### src/rtl/epdma_pkg.sv
package epdma_pkg;
   // Register selected by the current bus address
   typedef enum logic [1:0] {
      SEL_STATUS = 2'd0,
      SEL_SET    = 2'd1,
      SEL_CLR    = 2'd2,
      SEL_NONE   = 2'd3
   } reg_sel_e;
endpackage

### src/rtl/epdma_decode.sv
module epdma_decode
   import epdma_pkg::*;
#(
   parameter int ADDR_W      = 4,
   parameter int DATA_W      = 32,
   parameter int STATUS_ADDR = 0,
   parameter int SET_ADDR    = 1,
   parameter int CLR_ADDR    = 2
) (
   input  logic [ADDR_W-1:0] addr,
   input  logic              wr,
   input  logic [DATA_W-1:0] wdata,
   output reg_sel_e          sel,
   output logic [DATA_W-1:0] set_mask,
   output logic [DATA_W-1:0] clr_mask,
   output logic              clr_hit
);
   localparam logic [ADDR_W-1:0] A_STAT = ADDR_W'(STATUS_ADDR);
   localparam logic [ADDR_W-1:0] A_SET  = ADDR_W'(SET_ADDR);
   localparam logic [ADDR_W-1:0] A_CLR  = ADDR_W'(CLR_ADDR);

   initial begin
      assert (STATUS_ADDR != SET_ADDR && STATUS_ADDR != CLR_ADDR && SET_ADDR != CLR_ADDR)
         else $error("register addresses must differ");
      assert (CLR_ADDR < (1 << ADDR_W) && SET_ADDR < (1 << ADDR_W) && STATUS_ADDR < (1 << ADDR_W))
         else $error("register address does not fit ADDR_W");
   end

   always_comb begin
      if (addr == A_STAT)      sel = SEL_STATUS;
      else if (addr == A_SET)  sel = SEL_SET;
      else if (addr == A_CLR)  sel = SEL_CLR;
      else                     sel = SEL_NONE;
   end

   assign clr_hit  = wr && (sel == SEL_CLR);
   assign set_mask = (wr && sel == SEL_SET) ? wdata : '0;
   assign clr_mask = clr_hit ? wdata : '0;
endmodule

### src/rtl/epdma_ep_cells.sv
module epdma_ep_cells #(
   parameter int NUM_EP   = 32,
   parameter int NUM_CTRL = 2
) (
   input  logic              clk,
   input  logic              rst_n,
   input  logic [NUM_EP-1:0] set_mask,
   input  logic [NUM_EP-1:0] clr_mask,
   input  logic [NUM_EP-1:0] busy,
   input  logic [NUM_EP-1:0] err,
   output logic [NUM_EP-1:0] en
);
   initial begin
      assert (NUM_CTRL >= 0 && NUM_CTRL < NUM_EP)
         else $error("NUM_CTRL must be below NUM_EP");
   end

   for (genvar i = 0; i < NUM_EP; i++) begin : g_ep
      if (i < NUM_CTRL) begin : g_ctrl
         // Control endpoint: no storage, always disabled
         logic unused_ok;
         assign unused_ok = &{1'b0, set_mask[i], clr_mask[i], busy[i], err[i]};
         assign en[i] = 1'b0;
      end else begin : g_data
         logic en_q, pend_q, en_d, pend_d;

         always_comb begin
            en_d   = en_q;
            pend_d = pend_q;
            // deferred disable completes once the transfer is over
            if (pend_q && !busy[i]) begin
               en_d   = 1'b0;
               pend_d = 1'b0;
            end
            if (set_mask[i]) begin
               en_d   = 1'b1;
               pend_d = 1'b0;
            end
            if (clr_mask[i]) begin
               if (busy[i] && en_d) pend_d = 1'b1;
               else begin
                  en_d   = 1'b0;
                  pend_d = 1'b0;
               end
            end
            if (err[i]) begin
               en_d   = 1'b0;
               pend_d = 1'b0;
            end
         end

         always_ff @(posedge clk or negedge rst_n) begin
            if (!rst_n) begin
               en_q   <= 1'b0;
               pend_q <= 1'b0;
            end else begin
               en_q   <= en_d;
               pend_q <= pend_d;
            end
         end

         assign en[i] = en_q;

         a_r2_set_takes: assert property (@(posedge clk) disable iff (!rst_n)
            (set_mask[i] && !err[i]) |=> en_q);
         a_r3_clr_idle: assert property (@(posedge clk) disable iff (!rst_n)
            (clr_mask[i] && !busy[i]) |=> !en_q);
         a_r6_hold_busy: assert property (@(posedge clk) disable iff (!rst_n)
            (en_q && clr_mask[i] && busy[i] && !err[i]) |=> en_q);
         a_r8_err_clears: assert property (@(posedge clk) disable iff (!rst_n)
            err[i] |=> !en_q);
      end
   end
endmodule

### src/rtl/epdma_rdport.sv
module epdma_rdport
   import epdma_pkg::*;
#(
   parameter int DATA_W = 32
) (
   input  logic              clk,
   input  logic              rst_n,
   input  reg_sel_e          sel,
   input  logic [DATA_W-1:0] en,
   output logic [DATA_W-1:0] rdata
);
   always_ff @(posedge clk or negedge rst_n) begin
      if (!rst_n)                 rdata <= '0;
      else if (sel == SEL_STATUS) rdata <= en;
      else                        rdata <= '0;
   end
endmodule

### src/rtl/ep_dma_enable_regs.sv
module ep_dma_enable_regs
   import epdma_pkg::*;
#(
   parameter int NUM_EP      = 32,
   parameter int NUM_CTRL    = 2,
   parameter int ADDR_W      = 4,
   parameter int STATUS_ADDR = 0,
   parameter int SET_ADDR    = 1,
   parameter int CLR_ADDR    = 2
) (
   input  logic              clk,
   input  logic              rst_n,
   input  logic [ADDR_W-1:0] bus_addr,
   input  logic              bus_wr,
   input  logic [NUM_EP-1:0] bus_wdata,
   output logic [NUM_EP-1:0] bus_rdata,
   input  logic [NUM_EP-1:0] xfer_busy,
   input  logic [NUM_EP-1:0] dma_err,
   input  logic              proceed_set,
   output logic [NUM_EP-1:0] dma_en,
   output logic              proceed
);
   localparam int DATA_W = NUM_EP;

   reg_sel_e          sel;
   logic [DATA_W-1:0] set_mask, clr_mask;
   logic              clr_hit;

   epdma_decode #(
      .ADDR_W(ADDR_W), .DATA_W(DATA_W),
      .STATUS_ADDR(STATUS_ADDR), .SET_ADDR(SET_ADDR), .CLR_ADDR(CLR_ADDR)
   ) u_dec (
      .addr(bus_addr), .wr(bus_wr), .wdata(bus_wdata),
      .sel(sel), .set_mask(set_mask), .clr_mask(clr_mask), .clr_hit(clr_hit)
   );

   epdma_ep_cells #(.NUM_EP(NUM_EP), .NUM_CTRL(NUM_CTRL)) u_cells (
      .clk(clk), .rst_n(rst_n),
      .set_mask(set_mask), .clr_mask(clr_mask),
      .busy(xfer_busy), .err(dma_err), .en(dma_en)
   );

   epdma_rdport #(.DATA_W(DATA_W)) u_rd (
      .clk(clk), .rst_n(rst_n), .sel(sel), .en(dma_en), .rdata(bus_rdata)
   );

   // proceed flag: a clear-register write beats a set pulse
   always_ff @(posedge clk or negedge rst_n) begin
      if (!rst_n)           proceed <= 1'b0;
      else if (clr_hit)     proceed <= 1'b0;
      else if (proceed_set) proceed <= 1'b1;
   end

   a_r5_proceed_cleared: assert property (@(posedge clk) disable iff (!rst_n)
      (bus_wr && bus_addr == ADDR_W'(CLR_ADDR)) |=> !proceed);
endmodule

### config.mk
export PLATFORM = sky130hd
export DESIGN_NAME = ep_dma_enable_regs
export DESIGN_NICKNAME = d
export VERILOG_FILES = /design/src/rtl/epdma_pkg.sv /design/src/rtl/epdma_decode.sv /design/src/rtl/epdma_ep_cells.sv /design/src/rtl/epdma_rdport.sv /design/src/rtl/ep_dma_enable_regs.sv
export SDC_FILE = /design/constraint.sdc
export NUM_CORES = 1
export LEC_CHECK = 0
export ABC_AREA = 0
export BUFFER_PORTS_ARGS = -buffer_cell sky130_fd_sc_hd__buf_2
export CAP_MARGIN = 10
export CORE_ASPECT_RATIO = 0.7
export CORE_MARGIN = 4
export CORE_UTILIZATION = 35
export DETAILED_ROUTE_END_ITERATION = 8
export PLACE_DENSITY = 0.71
export SLEW_MARGIN = 20
export SYNTH_ARGS = -nofsm -noshare
export SYNTH_HDL_FRONTEND = slang
export SYNTH_HIERARCHICAL = 1
export SYNTH_SLANG_ARGS = --single-unit
### constraint.sdc
create_clock -name clk -period 0.84 [get_ports clk]
set_input_delay 0.042 -clock clk [delete_from_list [all_inputs] [get_ports clk]]
set_output_delay 0.042 -clock clk [all_outputs]
set_load 0.01 [all_outputs]
* Word level (Yosys, flattened, before mapping)
Index checks and enable logic that the tools add are counted.
** Operators by class
- Equal/unequal tests :: 4
- Muxes and demuxes :: 308
- Reductions and logical operators :: 125
** Operator list (number)
- $mux 1 :: 303
- $reduce_bool 4->1 :: 30
- $mux 32 :: 3
- $logic_and 1x1->1 :: 62
- $logic_not 1->1 :: 30
- $eq 4x1->1 const B :: 1
- $eq 4x2->1 const B :: 1
- $logic_not 4->1 :: 1
- $mux 2 :: 2
- $eq 2x1->1 const B :: 1
- $eq 2x2->1 const B :: 1
- $logic_not 2->1 :: 1
- $reduce_bool 2->1 :: 1
** Word-level totals
- Flip-flop bits (word level) :: 93
- Input port bits :: 104
- Output and inout bits :: 65
- Word-level logic and storage cells :: 499

* Longest topological paths before layout
Gate-level depths: netlist of the first run.
- Depth in word-level cells :: 12
- Gate-level depth with buffers :: 7
- Depth with buffers taken out :: 5

* By module
Netlist of the first run, hierarchy kept.
** By module, submodules not included
- epdma_ep_cells :: times used 1, cells each 333, area an instance 3151.8 um^2, sequential area each 1501.4 um^2
- epdma_rdport :: times used 1, cells each 70, area an instance 1258.7 um^2, sequential area each 800.8 um^2
- epdma_decode :: times used 1, cells each 114, area an instance 500.5 um^2, sequential area each 0.0 um^2
- ep_dma_enable_regs :: times used 1, cells each 2, area an instance 35.0 um^2, sequential area each 25.0 um^2

* Least setup slack after synthesis of the first run
Ideal clock, no wire load.
- Kind :: in2reg
- Start :: input port bus_addr[3]
- End :: register u_cells.g_ep[5].g_data.pend_q
- Setup time :: 120 ps
- Data arrival time :: 1301 ps
- Required time :: 720 ps
- Slack :: -581 ps
- Stages :: 7
- Path buffers :: 2
- Cell sequence :: or4b_1 > buf_2 > buf_6 > nor2_1 > nand2b_1 > o21ai_0 > and3b_1
** On the way
- Longest elaborated chain between the ends :: 12
- Elaborated cells on any way between the ends :: 19
- Those cells by class :: 4 x eq/ne; 10 x mux; 5 x reduce/logical
** RTL lines
- start: declaration :: RTL line ep_dma_enable_regs.sv:13 : input logic [ADDR_W-1:0] bus_addr,
- $eq 4x2->1 :: RTL line epdma_decode.sv:32 : else if (addr == A_CLR) sel = SEL_CLR;
- $mux 1 :: RTL line epdma_decode.sv:32
- $mux 2 :: RTL line epdma_decode.sv:31 : else if (addr == A_SET) sel = SEL_SET;
- $mux 2 * :: RTL line epdma_decode.sv:30 : if (addr == A_STAT) sel = SEL_STATUS;
- $eq 2x1->1 * :: RTL line epdma_decode.sv:37 : assign set_mask = (wr && sel == SEL_SET) ? wdata : '0;
- $logic_and 1x1->1 * :: RTL line epdma_decode.sv:37
- $mux 32 * :: RTL line epdma_decode.sv:37
- net set_mask[5] :: RTL line ep_dma_enable_regs.sv:26 : logic [DATA_W-1:0] set_mask, clr_mask;
- $mux 1 :: RTL line epdma_ep_cells.sv:35 : if (set_mask[i]) begin
- $logic_and 1x1->1 :: RTL line epdma_ep_cells.sv:40 : if (busy[i] && en_d) pend_d = 1'b1;
- $mux 1 :: RTL line epdma_ep_cells.sv:40
- $mux 1 :: RTL line epdma_ep_cells.sv:39 : if (clr_mask[i]) begin
- $mux 1 :: RTL line epdma_ep_cells.sv:46 : if (err[i]) begin
- end signal: assignment :: RTL line epdma_ep_cells.sv:58 : pend_q <= pend_d;
- end: declaration :: RTL line epdma_ep_cells.sv:25 : logic en_q, pend_q, en_d, pend_d;
The timed path passes the listed nets; every way through them passes the cells marked *.
A chain may end at the register's enable or synchronous reset.

* Final worst setup path of the first run
- Start :: input port bus_addr[1]
- End :: register u_cells.g_ep[6].g_data.pend_q
** On the way
- Longest elaborated chain between the ends :: 12
- Elaborated cells on any way between the ends :: 19
- Those cells by class :: 4 x eq/ne; 10 x mux; 5 x reduce/logical
** RTL lines (RTL line)
- $eq 4x2->1 :: epdma_decode.sv:32
- $mux 1 :: epdma_decode.sv:32
- $mux 2 :: epdma_decode.sv:31
- $mux 2 * :: epdma_decode.sv:30
- $eq 2x1->1 * :: epdma_decode.sv:37
- $logic_and 1x1->1 * :: epdma_decode.sv:37
- $mux 32 * :: epdma_decode.sv:37
- net set_mask[6] :: ep_dma_enable_regs.sv:26
- $mux 1 :: epdma_ep_cells.sv:35
- $logic_and 1x1->1 :: epdma_ep_cells.sv:40
- $mux 1 :: epdma_ep_cells.sv:40
- $mux 1 :: epdma_ep_cells.sv:39
- $mux 1 :: epdma_ep_cells.sv:46
- end signal: assignment :: epdma_ep_cells.sv:58
- end: declaration :: epdma_ep_cells.sv:25
Marked as above.

==> flow_summary.rst, run 1 <==
.. list-table::
   :header-rows: 1

   * - Metric
     - Value
   * - Placer congestion estimate
     - 0.785
   * - Peak supply drop
     - 1.20 mV
   * - Number of H-tree levels
     - 3
   * - Area of the mapped netlist
     - ~0.0049 sq mm
   * - Hold Fails Final Rpt
     - 0
   * - Total length of routed wires
     - 16.2 mm
   * - Met3 track utilization from global routing
     - between 4 and 5%
   * - Wire length of the first global-routing pass
     - 25.4 mm
   * - Number of maximum-capacitance violations
     - 0
   * - Total leakage power
     - 0.00348 uW
   * - TritonCTS clock tree
     - built
   * - Num rows
     - 35
   * - Overall die height
     - 107 microns
   * - Share of post-route cells with drive strength above 1
     - 48.8%
   * - Vias per cell
     - 4.98
   * - Total count of max-transition violations in the final report
     - 0
   * - Initial antenna violation count
     - 0
   * - Global routing usage on met1
     - 22.2%
   * - Gr busiest metal
     - met2
   * - Peak fanout along the critical path
     - 8
   * - CP Capture Type
     - register
   * - # setup viols final
     - 149
   * - Met2 routing resource usage after global routing
     - 37.2%
   * - # fillers
     - 1056
   * - Via count of the first global-routing pass
     - 5264
   * - Number of warnings reported in the yosys synthesis log
     - 6
   * - Number of vias after detailed routing
     - 4770
   * - Type of origin of the critical path
     - input pin
   * - GR Util All Layers
     - between 10% and 20%
   * - Start point of the worst min-delay path
     - xfer_busy[20]
   * - Growth of design area from synthesis to finish
     - 64.1%
   * - Worst skew pair latency
     - 0.33 ns
   * - Fin worst setup slack
     - -0.347 ns
   * - First-pass iteration count of the detailed router
     - 4
   * - Setup repair after global routing missed its margin
     - yes
   * - Register-to-register setup slack
     - -0.16 ns
   * - Power per cell area
     - 1310 mW/mm^2
   * - Number of CTS-inserted buffers
     - 9
   * - Horizontal die dimension
     - ~150 microns
   * - Achievable frequency
     - roughly 840 MHz
   * - Total instance count after detailed placement
     - 834
   * - Mapped Avg Cell Area
     - 9.60 sq um
   * - Number of sinks handled by clock tree synthesis
     - between 90 and 100
   * - Clock transition at the registers of the reported paths
     - 0.06 ns
   * - Number of buffers on the longest clock path
     - 2
   * - Post-layout minimum cycle time
     - 1.19 ns
   * - Area of the core
     - 0.0134 sq mm
   * - Result of the run
     - finished with violations
   * - Root buffer cell
     - sky130_fd_sc_hd__clkbuf_16
   * - Port bufs
     - between 150 and 200
   * - Start of the worst register-to-register path
     - u_cells/g_ep[9].g_data.en_q
   * - End point of the worst hold path
     - u_cells/g_ep[20].g_data.en_q
   * - Crit Path Class
     - in -> reg
   * - Initial core utilization
     - 36.6%
   * - Final setup skew
     - 0.00453 ns
   * - Estimated wirelength of the detail-placed design
     - 10.6 mm
   * - Footprint of the multi-input gates
     - 0.00283 sq mm
   * - Post-layout nets
     - 872
   * - Number of antenna diodes
     - 0
   * - Die footprint
     - approximately 0.016 sq mm
   * - Area occupied by registers
     - 0.00233 sq mm
   * - Setup Total Neg Slack
     - -18.76 ns
   * - Final core utilization
     - 60.1%
   * - Hold depth
     - 3
   * - Synthesized instance count
     - 513
   * - Capturing point of the worst reg2reg path
     - u_cells/g_ep[9].g_data.pend_q
   * - Count of nets left with antenna violations after detail routing
     - 0
   * - Number of design-rule violations left by the first detailed-router iteration
     - 163
   * - Kind of path behind the tightest hold check
     - in -> reg
   * - Wire length per cell after detailed routing
     - 17.0 microns
   * - Non-filler instance count after layout
     - 958
   * - Worst path required time
     - 1.07 ns
   * - Reg2reg path depth
     - 4
   * - Data arrival, critical path
     - 1.41 ns
   * - Share of the clock period used by the worst path after layout
     - 141%
   * - Number of top-level design ports
     - 169
   * - Total gr overflow
     - 0
   * - Violations in the final reports
     - setup timing
   * - Number of remaining DRC errors
     - 0
   * - Maximum number of pins on one net before global-route repair
     - 31
-- final cells by class --
class,instances,share of cell area [%]
timing repair buffer,293,28.8
multi-input combinational,366,35.0
clock buffer,10,2.83
inverter,5,0.232
tap,185,2.86
sequential,93,28.8
clock inverter,6,1.38
-- worst max-delay path, stage by stage --
cell and delay, ns:
sky130_fd_sc_hd__buf_6 0.10, sky130_fd_sc_hd__or4b_4 0.58, sky130_fd_sc_hd__buf_12 0.19, sky130_fd_sc_hd__nor2_4 0.12
sky130_fd_sc_hd__nand2b_4 0.15, sky130_fd_sc_hd__o21ai_1 0.06, sky130_fd_sc_hd__and3b_1 0.16
-- flip-flops by register name, indices dropped and copies added, names as in the netlist --
signal                      count
proceed                         1
u_rd/rdata                     32
u_cells/g_ep.g_data.en_q       30
u_cells/g_ep.g_data.pend_q     30
-- metrics by stage --
step | hold WS (ns) | cell area, sq um | total power (uW) | setup slack, ns
3_5_place_dp | -0.0310 | 6190 | 5580 | -0.771
6_report | 0.00729 | 8080 | 10600 | -0.347
5_1_grt | -0.00839 | 8080 | 11000 | -0.356
4_1_cts | 0.00518 | 7850 | 10700 | -0.314
2_1_floorplan | -0.254 | 5240 | 5030 | -0.531
3_3_place_gp | -0.0354 | 6190 | 5550 | -0.694
-- worst max-delay path by stage --
stage                                          to         from  cells past startpoint  slack, ns
floorplan           u_cells/g_ep[5].g_data.pend_q  bus_addr[3]                      7      -0.53
global placement    u_cells/g_ep[5].g_data.pend_q  bus_addr[3]                      7      -0.69
detailed placement  u_cells/g_ep[8].g_data.pend_q  bus_addr[3]                      7      -0.77
CTS                 u_cells/g_ep[8].g_data.pend_q  bus_addr[0]                      7      -0.31
global route        u_cells/g_ep[6].g_data.pend_q  bus_addr[0]                      7      -0.36
finish              u_cells/g_ep[6].g_data.pend_q  bus_addr[1]                      7      -0.35
-- cell usage in the layout (no fill, tap or decap), types with 2 or more instances in the layout --
master	n
sky130_fd_sc_hd__buf_2	143
sky130_fd_sc_hd__dfrtp_1	93
sky130_fd_sc_hd__dlygate4sd3_1	63
sky130_fd_sc_hd__nand2b_1	52
sky130_fd_sc_hd__nor2_4	52
sky130_fd_sc_hd__a21oi_1	47
sky130_fd_sc_hd__buf_4	41
sky130_fd_sc_hd__nand2_1	30
sky130_fd_sc_hd__nor3b_2	29
sky130_fd_sc_hd__buf_6	27
sky130_fd_sc_hd__or3b_1	26
sky130_fd_sc_hd__o21ai_1	24
sky130_fd_sc_hd__nor3_1	20
sky130_fd_sc_hd__buf_12	15
sky130_fd_sc_hd__nor2b_1	14
sky130_fd_sc_hd__nor2b_4	11
sky130_fd_sc_hd__nor3_2	10
sky130_fd_sc_hd__clkbuf_16	9
sky130_fd_sc_hd__a21oi_2	8
sky130_fd_sc_hd__nor2_1	7
sky130_fd_sc_hd__o21ai_0	7
sky130_fd_sc_hd__nor2_2	6
sky130_fd_sc_hd__inv_1	4
sky130_fd_sc_hd__nand2b_4	4
sky130_fd_sc_hd__and3b_1	4
sky130_fd_sc_hd__bufinv_16	3
sky130_fd_sc_hd__buf_8	3
sky130_fd_sc_hd__o21ai_2	3
sky130_fd_sc_hd__conb_1	2
sky130_fd_sc_hd__or3_4	2
sky130_fd_sc_hd__or4b_4	2
sky130_fd_sc_hd__nor3b_4	2
-- metal layers --
layer,vias up,share of wire (%)
met1,2337,39
li1,2204,-
met4,0,2.8
met2,185,52
met5,-,0
met3,44,6.3
-- where the power goes --
part | internal [uW] | total [uW] | switching, uW
clock | 2910 | 4680 | 1760
sequential | 4500 | 4510 | 14.3
combinational | 707 | 1420 | 715
-- timing repair --
action	CTS	global route
buffers inserted	34	12
gates cloned	4	0
setup endpoints to repair	125	148
resized for setup	95	59
pin swaps	78	20
hold endpoints to repair	154	0
hold buffers	63	0
No activity file was read; power rests on OpenSTA's default activity.
==> inputs of run 2 (changes only) <==
--- a/config.mk
+++ b/config.mk
@@ -13,6 +13,7 @@
 export CORE_UTILIZATION = 35
 export DETAILED_ROUTE_END_ITERATION = 8
 export PLACE_DENSITY = 0.71
+export SETUP_SLACK_MARGIN = 0.5
 export SLEW_MARGIN = 20
 export SYNTH_ARGS = -nofsm -noshare
 export SYNTH_HDL_FRONTEND = slang
==> run 2 against run 1 <==
  * The flow finishes with violations (hold timing, setup timing)
  * Critical path type unchanged
  * Die area unchanged
  * Highest routed layer is now met5
  * Critical endpoint is now u_cells/g_ep[18].g_data.pend_q
  * Largest cell class unchanged
  * Core utilization decreased by 3.8 points
  * Global-route usage decreased by 0.96 points
==> flow_summary.rst, run 2 (same netlist as run 1, synthesis figures left out) <==
.. list-table::
   :header-rows: 1

   * - Metric
     - Value
   * - Placer congestion estimate
     - 0.781 (-0.51%)
   * - Met2 routing resource usage after global routing
     - 32.9% (-4.3 points)
   * - Critical path, cell by cell
     - buf_8 > or4b_4 > buf_8 > buf_16 > nor2_4 > or3b_1 > a21oi_1
   * - Fin worst setup slack
     - -0.317 ns (+0.0306 ns)
   * - Slowest stage cell, crit path
     - sky130_fd_sc_hd__or4b_4
   * - Crit Path Class
     - in -> reg
   * - Final setup skew
     - 0.00665 ns (+0.00212 ns)
   * - # setup viols final
     - 154 (+3.4%)
   * - GR Util All Layers
     - 19.0% (-0.96 points)
   * - Min Hold Slack
     - -0.487 ns (-0.494 ns)
   * - Initial core utilization
     - 36.6% (unchanged)
   * - Result of the run
     - finished with violations
   * - Estimated wirelength of the detail-placed design
     - 10.3 mm (-2.8%)
   * - Worst skew pair latency
     - 0.34 ns (about the same)
   * - Setup Total Neg Slack
     - -22.80 ns (-4.04 ns)
   * - Achievable frequency
     - 865 MHz (+2.6%)
   * - Gr busiest metal
     - met2
   * - Number of CTS-inserted buffers
     - 9 (unchanged)
   * - Power per cell area
     - 1320 mW/mm^2 (+0.84%)
   * - Number of sinks handled by clock tree synthesis
     - 93 (unchanged)
   * - Wire length of the first global-routing pass
     - 24.0 mm (-5.4%)
   * - Initial antenna violation count
     - 1 (+1)
   * - TritonCTS clock tree
     - built
   * - Number of antenna diodes
     - 0 (unchanged)
   * - Most frequent standard cell in the layout excluding fill and tap cells
     - sky130_fd_sc_hd__buf_2
   * - CP Buf/Inv Count
     - 3 (+1)
   * - First-pass iteration count of the detailed router
     - 4 (unchanged)
   * - Clock transition at the registers of the reported paths
     - 0.07 ns (about the same)
   * - Total leakage power
     - 0.00329 uW (-5.6%)
   * - Post-layout nets
     - 809 (-7.2%)
   * - Violations in the final reports
     - hold timing, setup timing
   * - Flip-flop count of the largest register, all copies and words added
     - 32 (unchanged)
   * - Total instance count after detailed placement
     - 834 (unchanged)
   * - Number of vias after detailed routing
     - 4462 (-6.5%)
   * - Number of H-tree levels
     - 3 (unchanged)
   * - Most used cells in the layout excluding fill and tap cells
     - sky130_fd_sc_hd__buf_2, sky130_fd_sc_hd__dfrtp_1, sky130_fd_sc_hd__nand2b_1
   * - Die footprint
     - 0.0161 sq mm (unchanged)
   * - Type of origin of the critical path
     - input pin
   * - Number of remaining DRC errors
     - 0 (unchanged)
   * - Global routing usage on met1
     - 22.9% (+0.72 points)
   * - Via count of the first global-routing pass
     - 4741 (-9.9%)
   * - Final total power
     - 10000 uW (-5.6%)
   * - Wire length per cell after detailed routing
     - 17.3 microns (+2.1%)
   * - Count of nets left with antenna violations after detail routing
     - 0 (unchanged)
   * - Share of the clock period used by the worst path after layout
     - 138% (-3.6 points)
   * - Peak fanout along the critical path
     - 5 (-3)
   * - Total count of max-transition violations in the final report
     - 0 (unchanged)
   * - Peak supply drop
     - 0.830 mV (-31%)
   * - Delay of the slowest critical-path stage
     - 0.60 ns (+0.02 ns)
   * - Critical path's top delay family
     - simple AND/OR/NAND/NOR gates
   * - Total length of routed wires
     - 15.5 mm (-4.6%)
   * - Setup repair after global routing missed its margin
     - yes
   * - Kind of path behind the tightest hold check
     - in -> async
   * - Vias per cell
     - 4.99 (+0.13%)
   * - Number of design-rule violations left by the first detailed-router iteration
     - 141 (-13%)
   * - Number of buffers on the longest clock path
     - 2 (unchanged)
   * - Non-filler instance count after layout
     - 895 (-6.6%)
   * - Port bufs
     - 160 (unchanged)
   * - Most flops, register
     - u_rd/rdata
   * - Share of post-route cells with drive strength above 1
     - 54.5% (+5.7 points)
   * - Data arrival, critical path
     - 1.37 ns (-0.04 ns)
   * - Overall die height
     - 107 microns (unchanged)
   * - Growth of design area from synthesis to finish
     - 53.7%
   * - CP most frequent cell
     - sky130_fd_sc_hd__buf_8
   * - Total gr overflow
     - 0 (unchanged)
   * - Hold Fails Final Rpt
     - 151 (+151)
   * - Post-layout minimum cycle time
     - 1.16 ns (-0.0306 ns)
   * - Worst path required time
     - 1.05 ns (-0.02 ns)
   * - Number of maximum-capacitance violations
     - 0 (unchanged)
   * - Met3 track utilization from global routing
     - 5.87% (+1.2 points)
   * - Horizontal die dimension
     - 150 microns (unchanged)
   * - Area of the core
     - 0.0134 sq mm (unchanged)
   * - Maximum number of pins on one net before global-route repair
     - 47 (+52%)
   * - Root buffer cell
     - sky130_fd_sc_hd__clkbuf_16
   * - Num rows
     - 35 (unchanged)
   * - CP Capture Type
     - register
   * - Registers with the highest flip-flop counts
     - u_rd/rdata x32, u_cells/g_ep.g_data.en_q x30, u_cells/g_ep.g_data.pend_q x30
   * - Number of top-level design ports
     - 169 (unchanged)
run 2: final timing paths:
check	from	to	slack [ns]	cells after the start
setup / recovery	bus_addr[3]	u_cells/g_ep[18].g_data.pend_q	-0.32	7
max in group asynchronous	rst_n	u_rd/rdata[29]	0.87	2
min in group clk	dma_err[23]	u_cells/g_ep[23].g_data.en_q	-0.14	2
setup reg to reg	u_cells/g_ep[18].g_data.pend_q	u_cells/g_ep[18].g_data.pend_q	-0.13	2
hold / removal	rst_n	u_cells/g_ep[22].g_data.en_q	-0.49	1
hold reg to reg	u_cells/g_ep[25].g_data.en_q	u_rd/rdata[25]	0.59	1
run 2: layer usage:
layer	part of all wire, %	wire length (microns)
met3	6.4	986
met5	0.077	12
met4	1.3	207
met1	41	6410
met2	51	7870
run 2: timing repair:
action                                 4_1_cts  5_1_grt
endpoints found under the hold margin      154      151
setup buffers                               31        8
setup endpoints to repair                  154      154
gates resized for setup                    114       59
cloned                                       5        1
pin swaps                                   47       38
run 2: layout make-up:
| type | instances | area (sq um) |
|---|---|---|
| repair buffers | 230 | 1830 |
| flip-flops and latches | 93 | 2330 |
| inverters | 5 | 18.8 |
| clock inverters | 5 | 57.6 |
| well taps | 185 | 231 |
| clock buffers | 11 | 253 |
| fillers | 1133 | 5880 |
| multi-input cells | 366 | 2850 |
run 2: per-stage QoR:
step | hold WS (ns) | worst slack, ns | instance area (sq um) | util (%)
6_report | -0.487 | -0.317 | 7570 | 56.3
5_1_grt | -0.506 | -0.351 | 7570 | 56.3
4_1_cts | -0.498 | -0.305 | 7230 | 53.8
2_1_floorplan | -0.254 | -0.531 | 5350 | -
3_5_place_dp | -0.130 | -0.741 | 6150 | 45.8
3_3_place_gp | -0.129 | -0.669 | 6150 | 45.8
run 2: power breakdown:
part           leakage [uW]  internal [uW]  switching (uW)
Sequential          0.00129           4500            15.5
Clock              0.000156           2480            1810
Combinational       0.00184            547             668
